$ cat src/rtl/swfc_pkg.sv
package swfc_pkg;
  localparam int CHAR_W  = 8;
  localparam int ADDR_W  = 4;
  localparam int FEAT_W  = 5;
  localparam int NUM_EVT = 4;
  localparam int FEAT_EN_BIT = 4;

  localparam logic [ADDR_W-1:0] A_FEAT  = 4'h9;
  localparam logic [ADDR_W-1:0] A_XOFF1 = 4'hC;  // also the status read address
  localparam logic [ADDR_W-1:0] A_XOFF2 = 4'hD;
  localparam logic [ADDR_W-1:0] A_XON1  = 4'hE;
  localparam logic [ADDR_W-1:0] A_XON2  = 4'hF;

  // event flag positions in the status word
  localparam int EV_RX_XOFF = 0;
  localparam int EV_RX_XON  = 1;
  localparam int EV_TX_XOFF = 2;
  localparam int EV_TX_XON  = 3;

  typedef enum logic [1:0] {
    SEL_NONE = 2'b00,
    SEL_SET1 = 2'b01,
    SEL_SET2 = 2'b10,
    SEL_PAIR = 2'b11
  } sel_e;

  typedef struct packed {
    logic [CHAR_W-1:0] xoff1;
    logic [CHAR_W-1:0] xoff2;
    logic [CHAR_W-1:0] xon1;
    logic [CHAR_W-1:0] xon2;
  } chars_t;
endpackage

$ cat src/rtl/swfc_regs.sv
module swfc_regs
  import swfc_pkg::*;
(
  input  logic              clk,
  input  logic              rst_n,
  input  logic              wr_en,
  input  logic [ADDR_W-1:0] addr,
  input  logic [CHAR_W-1:0] wdata,
  output logic [FEAT_W-1:0] feat,
  output chars_t            chars
);
  logic en;
  assign en = feat[FEAT_EN_BIT];

  always_ff @(posedge clk) begin
    if (!rst_n) begin
      feat  <= '0;
      chars <= '0;
    end else if (wr_en) begin
      unique case (addr)
        A_FEAT:  feat <= wdata[FEAT_W-1:0];
        A_XOFF1: if (en) chars.xoff1 <= wdata;
        A_XOFF2: if (en) chars.xoff2 <= wdata;
        A_XON1:  if (en) chars.xon1  <= wdata;
        A_XON2:  if (en) chars.xon2  <= wdata;
        default: ;
      endcase
    end
  end
endmodule

$ cat src/rtl/swfc_rx_match.sv
module swfc_rx_match
  import swfc_pkg::*;
(
  input  logic              clk,
  input  logic              rst_n,
  input  logic              rx_fire,
  input  logic [CHAR_W-1:0] rx_data,
  input  chars_t            chars,
  input  sel_e              rx_sel,
  input  logic              rx_act,
  output logic              xon_hit,
  output logic              xoff_hit,
  output logic              pause
);
  logic seen_xoff1, seen_xon1;

  always_comb begin
    xon_hit  = 1'b0;
    xoff_hit = 1'b0;
    if (rx_fire && rx_act) begin
      unique case (rx_sel)
        SEL_SET1: begin
          xoff_hit = (rx_data == chars.xoff1);
          xon_hit  = (rx_data == chars.xon1);
        end
        SEL_SET2: begin
          xoff_hit = (rx_data == chars.xoff2);
          xon_hit  = (rx_data == chars.xon2);
        end
        SEL_PAIR: begin
          xoff_hit = seen_xoff1 && (rx_data == chars.xoff2);
          xon_hit  = seen_xon1  && (rx_data == chars.xon2);
        end
        default: ;
      endcase
    end
  end

  always_ff @(posedge clk) begin
    if (!rst_n) begin
      seen_xoff1 <= 1'b0;
      seen_xon1  <= 1'b0;
      pause      <= 1'b0;
    end else begin
      if (rx_fire) begin
        seen_xoff1 <= (rx_data == chars.xoff1);
        seen_xon1  <= (rx_data == chars.xon1);
      end
      if (!rx_act)       pause <= 1'b0;
      else if (xoff_hit) pause <= 1'b1;
      else if (xon_hit)  pause <= 1'b0;
    end
  end
endmodule

$ cat src/rtl/swfc_status.sv
module swfc_status #(
  parameter int N = 4
) (
  input  logic         clk,
  input  logic         rst_n,
  input  logic         clr,
  input  logic [N-1:0] set,
  output logic [N-1:0] flags
);
  for (genvar i = 0; i < N; i++) begin : g_flag
    always_ff @(posedge clk) begin
      if (!rst_n)      flags[i] <= 1'b0;
      else if (set[i]) flags[i] <= 1'b1;
      else if (clr)    flags[i] <= 1'b0;
    end
  end
endmodule

$ cat src/rtl/swfc_unit.sv
module swfc_unit
  import swfc_pkg::*;
(
  input  logic              clk,
  input  logic              rst_n,
  input  logic              reg_wr,
  input  logic              reg_rd,
  input  logic [ADDR_W-1:0] reg_addr,
  input  logic [CHAR_W-1:0] reg_wdata,
  output logic [CHAR_W-1:0] reg_rdata,
  input  logic              rx_valid,
  output logic              rx_ready,
  input  logic [CHAR_W-1:0] rx_data,
  input  logic              tx_sent_xon,
  input  logic              tx_sent_xoff,
  output logic              tx_pause
);
  logic [FEAT_W-1:0]  feat;
  chars_t             chars;
  sel_e               tx_sel, rx_sel;
  logic               feat_en, rx_act, tx_rec, rx_fire;
  logic               xon_hit, xoff_hit, stat_clr;
  logic [NUM_EVT-1:0] ev_set, ev_q;

  assign rx_ready = 1'b1;
  assign rx_fire  = rx_valid && rx_ready;
  assign feat_en  = feat[FEAT_EN_BIT];
  assign tx_sel   = sel_e'(feat[3:2]);
  assign rx_sel   = sel_e'(feat[1:0]);
  assign rx_act   = feat_en && (rx_sel != SEL_NONE);
  assign tx_rec   = feat_en && (tx_sel != SEL_NONE);
  assign stat_clr = reg_rd && (reg_addr == A_XOFF1);

  swfc_regs u_regs (
    .clk(clk), .rst_n(rst_n), .wr_en(reg_wr), .addr(reg_addr),
    .wdata(reg_wdata), .feat(feat), .chars(chars)
  );

  swfc_rx_match u_match (
    .clk(clk), .rst_n(rst_n), .rx_fire(rx_fire), .rx_data(rx_data),
    .chars(chars), .rx_sel(rx_sel), .rx_act(rx_act),
    .xon_hit(xon_hit), .xoff_hit(xoff_hit), .pause(tx_pause)
  );

  always_comb begin
    ev_set             = '0;
    ev_set[EV_RX_XOFF] = xoff_hit;
    ev_set[EV_RX_XON]  = xon_hit;
    ev_set[EV_TX_XOFF] = tx_rec && tx_sent_xoff;
    ev_set[EV_TX_XON]  = tx_rec && tx_sent_xon;
  end

  swfc_status #(.N(NUM_EVT)) u_stat (
    .clk(clk), .rst_n(rst_n), .clr(stat_clr), .set(ev_set), .flags(ev_q)
  );

  always_comb begin
    reg_rdata = '0;
    if (reg_rd) begin
      if (reg_addr == A_FEAT)       reg_rdata = {{(CHAR_W-FEAT_W){1'b0}}, feat};
      else if (reg_addr == A_XOFF1) reg_rdata = {{(CHAR_W-NUM_EVT){1'b0}}, ev_q};
    end
  end
endmodule

$ cat config.mk
export PLATFORM = sky130hd
export DESIGN_NAME = swfc_unit
export DESIGN_NICKNAME = d
export VERILOG_FILES = /design/src/rtl/swfc_pkg.sv /design/src/rtl/swfc_regs.sv /design/src/rtl/swfc_rx_match.sv /design/src/rtl/swfc_status.sv /design/src/rtl/swfc_unit.sv
export SDC_FILE = /design/constraint.sdc
export NUM_CORES = 1
export LEC_CHECK = 0
export BUFFER_PORTS_ARGS = -buffer_cell sky130_fd_sc_hd__buf_2
export CORE_MARGIN = 2
export CORE_UTILIZATION = 45
export DETAILED_ROUTE_END_ITERATION = 16
export PLACE_DENSITY = 0.66
export SLEW_MARGIN = 20
export SYNTH_ARGS = -nofsm -noshare
export SYNTH_HDL_FRONTEND = slang
export SYNTH_SLANG_ARGS = --single-unit
$ cat constraint.sdc
create_clock -name clk -period 1.5 [get_ports clk]
set_input_delay 0.225 -clock clk [delete_from_list [all_inputs] [get_ports clk]]
set_output_delay 0.225 -clock clk [all_outputs]
set_load 0.03 [all_outputs]
==> results.md <==
* Worst clock skew at approximately 0.0055 ns
* Ranking of synthesized cells by area: dfxtp_1 40%, mux2i_1 11%, nor2b_1 8.8%
* RSZ-0062 raised after global routing: true
* First-pass GRT wire length at a little over 8 mm
* Worst hold margin at 0.199 ns
* CTS tree: done
* Hold Violations, Final at 0
* R2R cell count at 6
* Post-CTS Hold Fix Bufs at 0
* GPL Wtd Cong at between 0.8 and 0.9
* Starting Density at 46.7%
* Via/cell ratio at just under 5
* Synthesized netlist cell count at between 200 and 250
* Area Overhead vs Synth at 21.7%
* Wirelength per Cell at roughly 14 um
* Crit start category: flip-flop
* Nets at ~300
* Yosys reg bits at 44
* Final setup margin at 0.0739 ns
* Vias at around 1.7k
* Setup Crit Path Kind: reg -> reg
* Worst endpoint required time at approximately 1.7 ns
* Total GRT Usage at between 15 and 20%
* Ys Warns at 0
* WHS Path Cells at 3
* Sequential power share at about half
* DP Wirelength at between 3 and 4 mm
* Clk buf depth at 2
* Pins over their slew limit at 0
* Clock power share at 41.8%
* Setup violators final at 0
* DP Cell Count at between 300 and 400
* Synth Cell Area at around 2200 um2
* Logic gate share of total power at under 10%
* IR Drop Worst-Case VDD at between 600 and 700 uV
* Post-layout minimum cycle time at 1.43 ns
* Area share of the largest cell type after synthesis at approximately 40%
* Pwr dens at slightly below 900 nW/um2
* Fin crit share at a little over nine tenths
* Root Driver: clkbuf_8
* Outcome: finished clean
* IO Count at 37
* Worst min path class: in -> reg
* Largest net degree at the start of global routing at 24
* Setup WS pre-CTS at -0.0689 ns
* Pre-antenna DRT Iters at 4
* LEAKAGE at between 1 and 1.5 nW
* Die width at approximately 74 um
* Worst EP arrival at 1.61 ns
* Ant diodes at 0
* Yosys cell types at 34
* Htree depth at 2
* DRT iter0 DRCs at 88
* Gr ovfl total at 0
* Clock sink total at 44
* Core area at 4720 um2
* Sequential fraction of the synthesis area at between 30% and 40%
* Core Util, Final at 56.8%
* Area leader, netlist: dfxtp_1
* Sw frac at roughly 22%
* P_int at roughly 1.8 mW
* TritonCTS buffer count at 5
* Max cap viols at 0
* Layout cells sized above 1 at 24.1%
* Syn avg cell area at about 9.4 um2
* Placement Rows at 25
* Commonest non-fill, non-tap cells in the layout: 43 x dfxtp_1, 32 x buf_2, 28 x nor2b_1
* Vias in the first global route at between 1.5k and 2k
* Worst setup EP type: flip-flop
* Maximum clock rate at about 700 MHz
* Fill cell count at approximately 460
* NetSw at about 510 uW
* Reg clk slew, reported paths at 0.08 ns
* # port buffers at 32
* Final ANT Viol Nets at 0
* Drt drc at 0
* Die Ht at between 70 and 80 um
* Commonest non-fill, non-tap cell in the layout: dfxtp_1
* Initial antenna violation count at 0
* Final cell count without fillers at ~350
* Crit path max fanout at 7
* Die area at 5480 um2
* Clk_lat worst skew at slightly below 0.3 ns
* Final wirelength at 4.88 mm
## cell families after synthesis
kind of cell,Yosys count,synth area share [%]
other cells,2,0.340
compound gates,31,10.3
simple gates,86,21.7
flops,44,39.9
mux,24,10.9
xor+xnor,32,12.7
buf+inv,16,4.14
## repair_timing
| action | CTS | global route |
|---|---|---|
| setup endpoints to repair | 15 | 11 |
| setup buffers | 0 | 0 |
| pin swaps | 0 | 0 |
| endpoints found under the hold margin | 0 | 0 |
| cloned | 0 | 0 |
| resized for setup | 3 | 4 |
## through the flow
step	total power, mW	instance area, um2	setup TNS (ns)
4_1_cts	2.38	2660	0
3_3_place_gp	1.39	2530	-0.0971
3_5_place_dp	1.39	2530	-0.241
5_1_grt	2.44	2680	-0.00184
2_1_floorplan	1.29	2220	0
6_report	2.35	2680	0
## area by class of cell
class	count	area, um2	share of cell area (%)
Inverter	4	15.0	0.559
Tap cell	67	83.8	3.12
Clock inverter	1	30.0	1.12
Timing Repair Buffer	49	300	11.2
Multi-Input combinational cell	177	1270	47.5
Sequential cell	44	885	33.0
Clock buffer	7	96.3	3.59
## power groups by stage
stage | Combinational, mW | Sequential, mW | Clock, mW
6_report | 0.200 | 1.17 | 0.985
4_1_cts | 0.197 | 1.17 | 1.01
2_1_floorplan | 0.0929 | 1.20 | 0
3_3_place_gp | 0.195 | 1.20 | 0
3_5_place_dp | 0.195 | 1.20 | 0
5_1_grt | 0.218 | 1.17 | 1.05
## flip-flops by register name, summed over array words and instances, names as in the netlist
signal and count:
u_regs.feat 5, u_stat.flags 4, u_match.seen_xon1 1, u_regs.chars 32, u_match.seen_xoff1 1, u_match.pause 1
## cell usage after synthesis, drive strengths merged
| cell | instances |
|---|---|
| nand2 | 27 |
| nor4 | 5 |
| nor3 | 3 |
| nand4b | 1 |
| nor3b | 2 |
| a21boi | 15 |
| a31oi | 1 |
| a21oi | 3 |
| nand3b | 1 |
| xnor2 | 10 |
| a22oi | 6 |
| a2111oi | 1 |
| or3 | 1 |
| mux2i | 24 |
| nor2b | 31 |
| conb | 2 |
| xor2 | 22 |
| inv | 4 |
| nand3 | 7 |
| and3 | 2 |
| and2 | 1 |
| buf | 8 |
| nand4 | 4 |
| o21a | 2 |
| dfxtp | 44 |
| clkbuf | 4 |
| o21ai | 1 |
| nor4bb | 1 |
| o211ai | 2 |
## layer usage
metal / part of all wire, % / vias up / GRT usage [%]
li1: - / 885 / -
met1: 47 / 799 / 26.4
met2: 48 / 35 / 31.6
met3: 4.0 / 5 / 3.25
met4: 1.0 / 0 / 6.06
met5: 0 / - / 0
## worst paths after layout
check	from	end	slack [ns]
max reg2reg	u_regs.feat[4]	u_regs.chars[7]	0.07
min reg2reg	u_stat.flags[1]	u_stat.flags[1]	0.47
max	u_regs.feat[4]	u_regs.chars[7]	0.07
min	tx_sent_xon	u_stat.flags[3]	0.20
## worst max-delay path, cell delays in order, from the launching register on
cell,delay [ns]
dfxtp_4,0.39
nand4_2,0.13
inv_1,0.10
and3_1,0.22
buf_4,0.19
mux2i_1,0.22
nor2b_1,0.06
No activity file was read; power rests on OpenSTA's default activity.
